File: src/rtl/dsclk_pkg.sv
`timescale 1ns/1ps
package dsclk_pkg;

    localparam int ADDR_W = 16;
    localparam logic [11:0] PERIPH_PAGE = 12'hE00;

    typedef enum logic [1:0] {
        TRK_IDLE = 2'd0,
        TRK_SLOW = 2'd1,
        TRK_FAST = 2'd2
    } trk_state_t;

    typedef enum logic {
        PH_LO = 1'b0,
        PH_HI = 1'b1
    } phase_t;

    // slow rate: crystal / 5 with a 3:2 mark-to-space split
    function automatic int slow_hi_ticks(input int tpo);
        return 3 * tpo;
    endfunction

    function automatic int slow_lo_ticks(input int tpo);
        return 2 * tpo;
    endfunction

    // fast period: crystal rate, or 4x the slow rate
    function automatic int fast_period(input int tpo, input bit x4);
        return x4 ? (5 * tpo) / 4 : tpo;
    endfunction

    function automatic int fast_lo_ticks(input int tpo, input bit x4);
        return fast_period(tpo, x4) / 2;
    endfunction

    function automatic int fast_hi_ticks(input int tpo, input bit x4);
        return fast_period(tpo, x4) - fast_period(tpo, x4) / 2;
    endfunction

endpackage

File: src/rtl/dsclk_decode.sv
`timescale 1ns/1ps
module dsclk_decode
    import dsclk_pkg::*;
(
    input  logic [ADDR_W-1:0] addr,
    input  logic [2:0]        bank_inh,
    input  logic              mreq_n,
    input  logic              iorq_n,
    input  logic              rd_n,
    input  logic              rfsh_n,
    output logic              need_slow
);

    logic [3:0] page;
    logic       rom_hit;
    logic       periph_hit;
    logic       dram_hit;
    logic       mem_cyc;

    assign page    = addr[ADDR_W-1 -: 4];
    assign mem_cyc = !mreq_n;

    always_comb begin
        rom_hit    = mem_cyc && !rd_n && (page == 4'd0) && bank_inh[0];
        periph_hit = mem_cyc && (addr[ADDR_W-1:4] == PERIPH_PAGE)
                     && bank_inh[1] && bank_inh[2];
        dram_hit   = mem_cyc && (((page == 4'd0) && !bank_inh[0])
                     || ((page >= 4'd1) && (page <= 4'd12))
                     || ((page > 4'd12) && !bank_inh[1] && bank_inh[2]));
        need_slow  = !iorq_n || (mem_cyc && !rfsh_n)
                     || rom_hit || periph_hit || dram_hit;
    end

endmodule

File: src/rtl/dsclk_tracker.sv
`timescale 1ns/1ps
module dsclk_tracker
    import dsclk_pkg::*;
(
    input  logic clk,
    input  logic rst_n,
    input  logic strobe,
    input  logic need_slow,
    output logic slow_now
);

    trk_state_t st, st_nx;

    always_ff @(posedge clk or negedge rst_n) begin
        if (!rst_n) st <= TRK_IDLE;
        else        st <= st_nx;
    end

    always_comb begin
        st_nx = st;
        unique case (st)
            TRK_IDLE: if (strobe) st_nx = need_slow ? TRK_SLOW : TRK_FAST;
            TRK_SLOW: if (!strobe) st_nx = TRK_IDLE;
            TRK_FAST: if (!strobe) st_nx = TRK_IDLE;
            default:  st_nx = TRK_IDLE;
        endcase
    end

    // the decision reaches the generator in the very tick the strobe appears
    always_comb begin
        slow_now = !rst_n
                   || (strobe && ((st == TRK_SLOW)
                                  || ((st == TRK_IDLE) && need_slow)));
    end

endmodule

File: src/rtl/dsclk_phase.sv
`timescale 1ns/1ps
module dsclk_phase
    import dsclk_pkg::*;
#(
    parameter int SLOW_HI = 12,
    parameter int SLOW_LO = 8,
    parameter int FAST_HI = 2,
    parameter int FAST_LO = 2
) (
    input  logic clk,
    input  logic slow,
    output logic cpu_clk
);

    localparam int CNT_W = $clog2(SLOW_HI + 1);

    phase_t           ph, ph_nx;
    logic [CNT_W-1:0] cnt, cnt_nx;
    int               limit;
    logic             done;

    // self-starting: any power-up value ends its phase within SLOW_HI ticks
    always_ff @(posedge clk) begin
        ph  <= ph_nx;
        cnt <= cnt_nx;
    end

    always_comb begin
        unique case (ph)
            PH_HI:   limit = slow ? SLOW_HI : FAST_HI;
            PH_LO:   limit = slow ? SLOW_LO : FAST_LO;
            default: limit = FAST_LO;
        endcase
        done   = (int'(cnt) + 1) >= limit;
        ph_nx  = done ? ((ph == PH_HI) ? PH_LO : PH_HI) : ph;
        cnt_nx = done ? '0 : cnt + CNT_W'(1);
    end

    assign cpu_clk = (ph == PH_HI);

endmodule

File: src/rtl/dual_speed_clkgen.sv
`timescale 1ns/1ps
module dual_speed_clkgen
    import dsclk_pkg::*;
#(
    parameter int TICKS_PER_OSC = 4,
    parameter bit FAST_X4       = 1'b0
) (
    input  logic              clk,
    input  logic              rst_n,
    input  logic              mreq_n,
    input  logic              iorq_n,
    input  logic              rd_n,
    input  logic              rfsh_n,
    input  logic [ADDR_W-1:0] addr,
    input  logic [2:0]        bank_inh,
    output logic              cpu_clk,
    output logic              slow_o
);

    localparam int SLOW_HI = slow_hi_ticks(TICKS_PER_OSC);
    localparam int SLOW_LO = slow_lo_ticks(TICKS_PER_OSC);
    localparam int FAST_HI = fast_hi_ticks(TICKS_PER_OSC, FAST_X4);
    localparam int FAST_LO = fast_lo_ticks(TICKS_PER_OSC, FAST_X4);

    logic strobe;
    logic need_slow;
    logic slow_now;

    assign strobe = !mreq_n || !iorq_n;

    dsclk_decode u_decode (
        .addr      (addr),
        .bank_inh  (bank_inh),
        .mreq_n    (mreq_n),
        .iorq_n    (iorq_n),
        .rd_n      (rd_n),
        .rfsh_n    (rfsh_n),
        .need_slow (need_slow)
    );

    dsclk_tracker u_tracker (
        .clk       (clk),
        .rst_n     (rst_n),
        .strobe    (strobe),
        .need_slow (need_slow),
        .slow_now  (slow_now)
    );

    dsclk_phase #(
        .SLOW_HI (SLOW_HI),
        .SLOW_LO (SLOW_LO),
        .FAST_HI (FAST_HI),
        .FAST_LO (FAST_LO)
    ) u_phase (
        .clk     (clk),
        .slow    (slow_now),
        .cpu_clk (cpu_clk)
    );

    always_ff @(posedge clk or negedge rst_n) begin
        if (!rst_n) slow_o <= 1'b1;
        else        slow_o <= slow_now;
    end

endmodule

File: config.mk
export PLATFORM = sky130hd
export DESIGN_NAME = dual_speed_clkgen
export DESIGN_NICKNAME = d
export VERILOG_FILES = /design/src/rtl/dsclk_pkg.sv /design/src/rtl/dsclk_decode.sv /design/src/rtl/dsclk_tracker.sv /design/src/rtl/dsclk_phase.sv /design/src/rtl/dual_speed_clkgen.sv
export SDC_FILE = /design/constraint.sdc
export NUM_CORES = 1
export LEC_CHECK = 0
export ABC_AREA = 0
export BUFFER_PORTS_ARGS = -buffer_cell sky130_fd_sc_hd__buf_2
export CORE_UTILIZATION = 25
export DETAILED_ROUTE_END_ITERATION = 8
export PLACE_DENSITY_LB_ADDON = 0.15
export SLEW_MARGIN = 10
export SYNTH_ARGS = -nofsm -noshare
export SYNTH_HDL_FRONTEND = slang
export SYNTH_SLANG_ARGS = --single-unit
export TNS_END_PERCENT = 5
File: constraint.sdc
create_clock -name clk -period 5.2 [get_ports clk]
set_input_delay 1.04 -clock clk [delete_from_list [all_inputs] [get_ports clk]]
set_output_delay 1.04 -clock clk [all_outputs]
set_load 0.02 [all_outputs]
# Word-level counts from Yosys, hierarchy flattened
# Cells that the tools add are included.
[op_classes]
n_lt_le_gt_ge = 4
n_reduce_logical = 34
add_sub_neg = 2
eq_ne = 5
bitwise = 1
mux = 8
[op_table]
columns = ["cell", "n"]
rows = [
  ["32-bit one-hot mux with 2 select lines", 1],
  ["32-bit greater-or-equal comparator", 1],
  ["1-bit logical AND", 14],
  ["12-bit equality test (second input constant)", 1],
  ["1-bit logical OR", 9],
  ["4-bit two-way mux", 2],
  ["1-bit logical NOT", 7],
  ["2-bit two-way mux", 3],
  ["4-bit by 1-bit adder with 5-bit output (second input constant)", 1],
  ["4-bit by 1-bit adder with 4-bit output (second input constant)", 1],
  ["4-bit by 1-bit greater-or-equal comparator with 1-bit output (second input constant)", 1],
  ["4-bit greater-than comparator (second input constant)", 1],
  ["4-bit <= comparator (second input constant)", 1],
  ["4-bit logical NOT", 1],
  ["2-bit one-hot mux with 2 select lines", 1],
  ["2-bit by 1-bit equality test with 1-bit output (second input constant)", 1],
  ["2-bit equality test (second input constant)", 1],
  ["2-bit logical NOT", 1],
  ["2-bit by 1-bit inequality test with 1-bit output (second input constant)", 1],
  ["2-bit inequality test (second input constant)", 1],
  ["2-bit AND reduction", 1],
  ["2-bit OR reduction", 1],
  ["1-bit two-way mux", 1],
  ["1-bit NOT", 1],
]
[totals]
regBits = 8
inputBits = 25
elab_cells = 58

# Logic depth before layout (Yosys ltp)
[logic_depth]
word_depth = 14
depth_mapped = 10

# By module
# Synthesis repeated with hierarchy kept, for this count alone.
[hier_totals]
hier_cells = 51
area_unflattened_um2 = 515.5
[modules_own_cells]
columns = ["mod", "area_per_inst_um2", "n_inst", "cells_per_inst"]
rows = [
  ["dsclk_phase", 266.5, 1, 25],
  ["dsclk_tracker", 131.4, 1, 14],
  ["dsclk_decode", 87.6, 1, 10],
  ["dual_speed_clkgen", 30.0, 1, 2],
]

# Worst setup path before layout
# OpenSTA, ideal clock, no wires.
[synth_path]
kind = "input -> register"
from = "in addr[9]"
to = "reg u_phase.ph (netlist: u_phase.cpu_clk) (enable)"
arrival_time_ps = 2488
required_ps = 4922
cell_stages = 8
path_slack_ps = 2435
setup_ps = 278
cell_sequence = "nor4_2 a31oi_1 o21ai_2 o21ai_1 ha_1 a21bo_2 a21oi_1 o211ai_1"
[synth_between]
elab_chain_cells = 13
elab_cells_between_ends = 14
[synth_rtl]
columns = ["element", "line_no", "rtl"]
rows = [
  ["start: declaration", "dual_speed_clkgen.sv:14", "input logic [ADDR_W-1:0] addr,"],
  ["12-bit equality test *", "dsclk_decode.sv:25", "periph_hit = mem_cyc && (addr[ADDR_W-1:4] == PERIPH_PAGE)"],
  ["1-bit logical AND *", "dsclk_decode.sv:25", ""],
  ["1-bit logical AND * (2 in a row)", "dsclk_decode.sv:26", "&& bank_inh[1] && bank_inh[2];"],
  ["1-bit logical OR * (2 in a row)", "dsclk_decode.sv:31", "|| rom_hit || periph_hit || dram_hit;"],
  ["1-bit logical AND *", "dsclk_tracker.sv:33", "|| ((st == TRK_IDLE) && need_slow)));"],
  ["1-bit logical OR *", "dsclk_tracker.sv:33", ""],
  ["1-bit logical AND *", "dsclk_tracker.sv:32", "|| (strobe && ((st == TRK_SLOW)"],
  ["1-bit logical OR *", "dsclk_tracker.sv:32", ""],
  ["4-bit two-way mux, on equally long branches", "dsclk_phase.sv:31, dsclk_phase.sv:30", ""],
  ["32-bit one-hot mux with 2 select lines *", "dsclk_phase.sv:29", "unique case (ph)"],
  ["32-bit greater-or-equal comparator *", "dsclk_phase.sv:34", "done = (int'(cnt) + 1) >= limit;"],
  ["via u_phase.done", "dsclk_phase.sv:20", "logic done;"],
  ["end signal: assignment", "dsclk_phase.sv:24", "ph <= ph_nx;"],
  ["end: declaration", "dsclk_phase.sv:17", "phase_t ph, ph_nx;"],
]
# The timed path passes the listed nets; every way through them passes the cells marked *. The select of a mux whose other input is x is not followed.
# A chain may end at the register's enable or synchronous reset.

# Worst setup path in the final report
# Ends and elaborated chain as after synthesis.

==> flow_metrics.py <==
metrics = {
    "timing": {
        "setup_viol": 0,
        "hold_violations": 0,
        "finClkSkew_ps": 9.93,
        "finalMaxSlewViolations": 0,
        "fmax_mhz": 356,
        "period_share_pct": 54.1,
        "setup_tns_ps": 0,
        "grt_setup_unrepaired": "false",
        "period_needed_ps": 2810,
        "slew-limit-headroom_pct": 74.8,
        "worst_slew_pin_slew_ps": 377,
    },
    "final_layout": {
        "nNetsFinal": 117,
        "area_growth_syn_to_layout_pct": 31.6,
        "nFillCells": 226,
        "regArea_um2": 186,
        "drive_gt1_share_pct": 34.1,
        "diodes": 0,
        "post_layout_nonfiller_instances": 112,
        "multi_input_area_um2": 325,
    },
    "critical_path": {
        "crit_type": "primary input to flop",
        "cp_slowest_cell": "ha_1",
        "crit_path_end_kind": "flop",
        "crit_path_start": "addr[9]",
        "reg2reg_slack_ps": 2960,
        "r2r-start": "u_tracker.st[0]$_DFFE_PN0P_",
        "reg2reg_to": "u_phase.cpu_clk$_DFFE_PP_",
        "worstPathMaxFanout": 4,
        "critPathMaxStageDelay_ps": 290,
        "crit_chain": "buf_2 > nor4_2 > a31oi_1 > o21ai_2 > o21ai_1 > ha_1 > a21bo_2 > a21oi_1 > o211ai_1",
        "endpoint": "u_phase.cpu_clk$_DFFE_PP_",
        "rr_worst_depth": 9,
        "arrival_ps": 2790,
        "worst_ep_required_time_ps": 5180,
        "crit_path_start_kind": "primary input",
    },
    "grt": {
        "track_usage_pct": 10.4,
        "grt_max_degree": 6,
        "grt_pass1_wl_mm": 1.84,
        "overflow": 0,
        "antenna_found_initial": 0,
        "first_global_vias": 502,
    },
    "synth": {
        "synth_edf_count": 1,
        "synth_area_um2": 538,
        "synth-adder-area-share_pct": 14.0,
        "seq_area_frac_synth_pct": 34.7,
        "ys_ff_latch": 8,
        "synthTopCellsByArea": "dfxtp_1 (15%), ha_1 (14%), dfrtp_1 (9.3%)",
        "synth-simple-area-share_pct": 20.7,
        "ys_types": 29,
        "synth_compound_area_share_pct": 22.6,
        "synthCells": 59,
        "synth.area.mux_share_pct": 0,
        "synth_top_family_by_area": "compound AO/OA/AOI/OAI gates",
        "async_flop_share_pct": 37.5,
        "syn_area_per_cell_um2": 9.12,
        "synth_top_area_share_pct": 14.9,
        "synth_largest_area_cell": "dfxtp_1",
        "synthFlopType": "dfxtp_1",
        "synth_warnings": 0,
        "synth_xor_area_share_pct": 3.26,
        "synth_nets": 90,
    },
    "placement": {
        "hpwl_um": 921,
        "gp_congestion": 0.686,
        "io_buffer_count": 22,
        "placed_cells": 108,
    },
    "hold_path": {
        "holdCritPathClass": "flop to flop",
    },
    "floorplan": {
        "ioPinCount": 27,
        "die_y_um": 48.4,
        "start_util_pct": 26.9,
        "die_w_um": 48.4,
        "num_rows": 16,
        "die-area_mm2": 0.00234,
        "core-area_mm2": 0.00200,
    },
    "route": {
        "vias": 490,
        "drt_iter0_markers": 5,
        "antenna_left": 0,
        "routed_wl_mm": 1.03,
        "drtPass1Iterations": 3,
        "viasPerCell": 4.38,
        "drc": 0,
        "avgRoutedWirePerCell_um": 9.17,
    },
    "power": {
        "p_clk_share_pct": 16.1,
        "p_seq_share_pct": 35.0,
        "comb_power_share_pct": 48.9,
        "swShare_pct": 39.3,
        "intPower_mw": 0.192,
        "p_per_area_mw_per_mm2": 446,
        "leakage_nw": 0.324,
        "max-vdd-ir-drop_mv": 0.256,
        "switchingPower_mw": 0.124,
    },
    "clock_tree": {
        "cts_made_buffers": 3,
        "clk_latency_ps": 260,
        "clk_pin_slew_ps": 60,
        "cts_resized": 0,
        "clockBufferDepth": 2,
        "cts_setup_buffers": 0,
        "tritoncts": "yes",
        "root_buffer": "clkbuf_4",
        "htreeDepth": 1,
        "holdBufCountCts": 0,
        "numClockSinks": 8,
    },
    "outcome": {
        "status": "finished clean",
    },
    "flow_run": {
        "cap_violations": 0,
    },
}
[sequential cells by signal, indices dropped and copies added (netlist names)]
signal           flops
u_phase.cnt          4
slow_o               1
u_tracker.st         2
u_phase.cpu_clk      1
[cell usage in the layout (no fill, tap or decap)]
cell	n
nand4_1	1
o21ai_1	2
clkbuf_1	1
nor2_1	4
o2111ai_1	1
clkbuf_4	3
nand4bb_1	2
ha_1	6
o21ai_2	1
o211a_1	1
dfrtp_1	2
o211ai_1	4
buf_2	22
edfxtp_1	1
nand2b_1	1
nor2b_1	1
inv_1	7
a21bo_2	1
nor4_2	1
o21ai_0	1
xnor2_1	1
nand2_1	4
a31oi_1	2
a21oi_1	1
dfxtp_1	4
o21a_1	2
nand3b_1	1
dfstp_2	1
nand3_1	3
o22ai_1	1
xor2_1	1
nor3_1	1
[cell type report]
type                    instances  share of cell area (%)
clock buffers                   4                    3.71
inverters                       7                    3.71
multi-input cells              44                    45.9
flip-flops and latches          8                    26.3
well taps                      27                    4.77
repair buffers                 22                    15.5
[critical path: cells and delay by family]
family,cells,cell delay (ps)
compound gates,6,1120
fa+ha+maj,1,290
buf+inv,1,100
simple gates,1,250
[cells by family after synthesis]
logic type                 count (synthesis)
adders and majority gates                  6
xor gates and xnor gates                   2
AOI/OAI and AO/OA                         17
buffers and inverters                      7
and+or+nand+nor                           19
DFF                                        8
[power groups by stage]
| stage | clock, mW | combinational, mW | sequential, mW |
|---|---|---|---|
| 6_report | 0.0510 | 0.154 | 0.111 |
| 3_5_place_dp | 0 | 0.158 | 0.112 |
| 2_1_floorplan | 0 | 0.109 | 0.117 |
| 4_1_cts | 0.0537 | 0.160 | 0.111 |
| 5_1_grt | 0.0580 | 0.179 | 0.115 |
| 3_3_place_gp | 0 | 0.154 | 0.112 |
[worst min-delay path by stage]
stage	depth (start not counted)	slack (ps)	to	start
final	1	470	u_phase.cnt[0]$_SDFF_PP0_	u_phase.cnt[0]$_SDFF_PP0_
after floorplan	1	430	u_phase.cnt[0]$_SDFF_PP0_	u_phase.cnt[0]$_SDFF_PP0_
after CTS	1	470	u_phase.cnt[0]$_SDFF_PP0_	u_phase.cnt[0]$_SDFF_PP0_
after global placement	1	450	u_phase.cnt[0]$_SDFF_PP0_	u_phase.cnt[0]$_SDFF_PP0_
after detailed placement	1	460	u_phase.cnt[0]$_SDFF_PP0_	u_phase.cnt[0]$_SDFF_PP0_
after global routing	1	500	u_phase.cnt[0]$_SDFF_PP0_	u_phase.cnt[0]$_SDFF_PP0_
[synthesized netlist by cell type (2+ instances only)]
cell type  instances
nor2_1             4
ha_1               6
inv_1              7
o21ai_1            2
nand4bb_1          2
dfxtp_1            4
o211ai_1           4
nand3_1            3
o21a_1             2
dfrtp_1            2
nand2_1            4
a31oi_1            2
[metal layers]
metal	wire (um)	GRT usage, %
met5	0	0
met4	7	4.41
met3	49	5.97
met2	533	18.1
met1	436	10.1
[per-stage QoR]
stage | total power, mW | instance area, um2 | utilization [%] | worst slack [ps] | hold WS [ps]
global route | 0.352 | 708 | 35.4 | 2220 | 504
CTS | 0.324 | 708 | 35.4 | 2340 | 468
finish | 0.316 | 708 | 35.4 | 2390 | 465
floorplan | 0.226 | 538 | - | 2430 | 430
detailed placement | 0.270 | 682 | 34.1 | 2060 | 456
global placement | 0.265 | 682 | 34.1 | 2060 | 453
No activity file was read; power rests on OpenSTA's default activity.
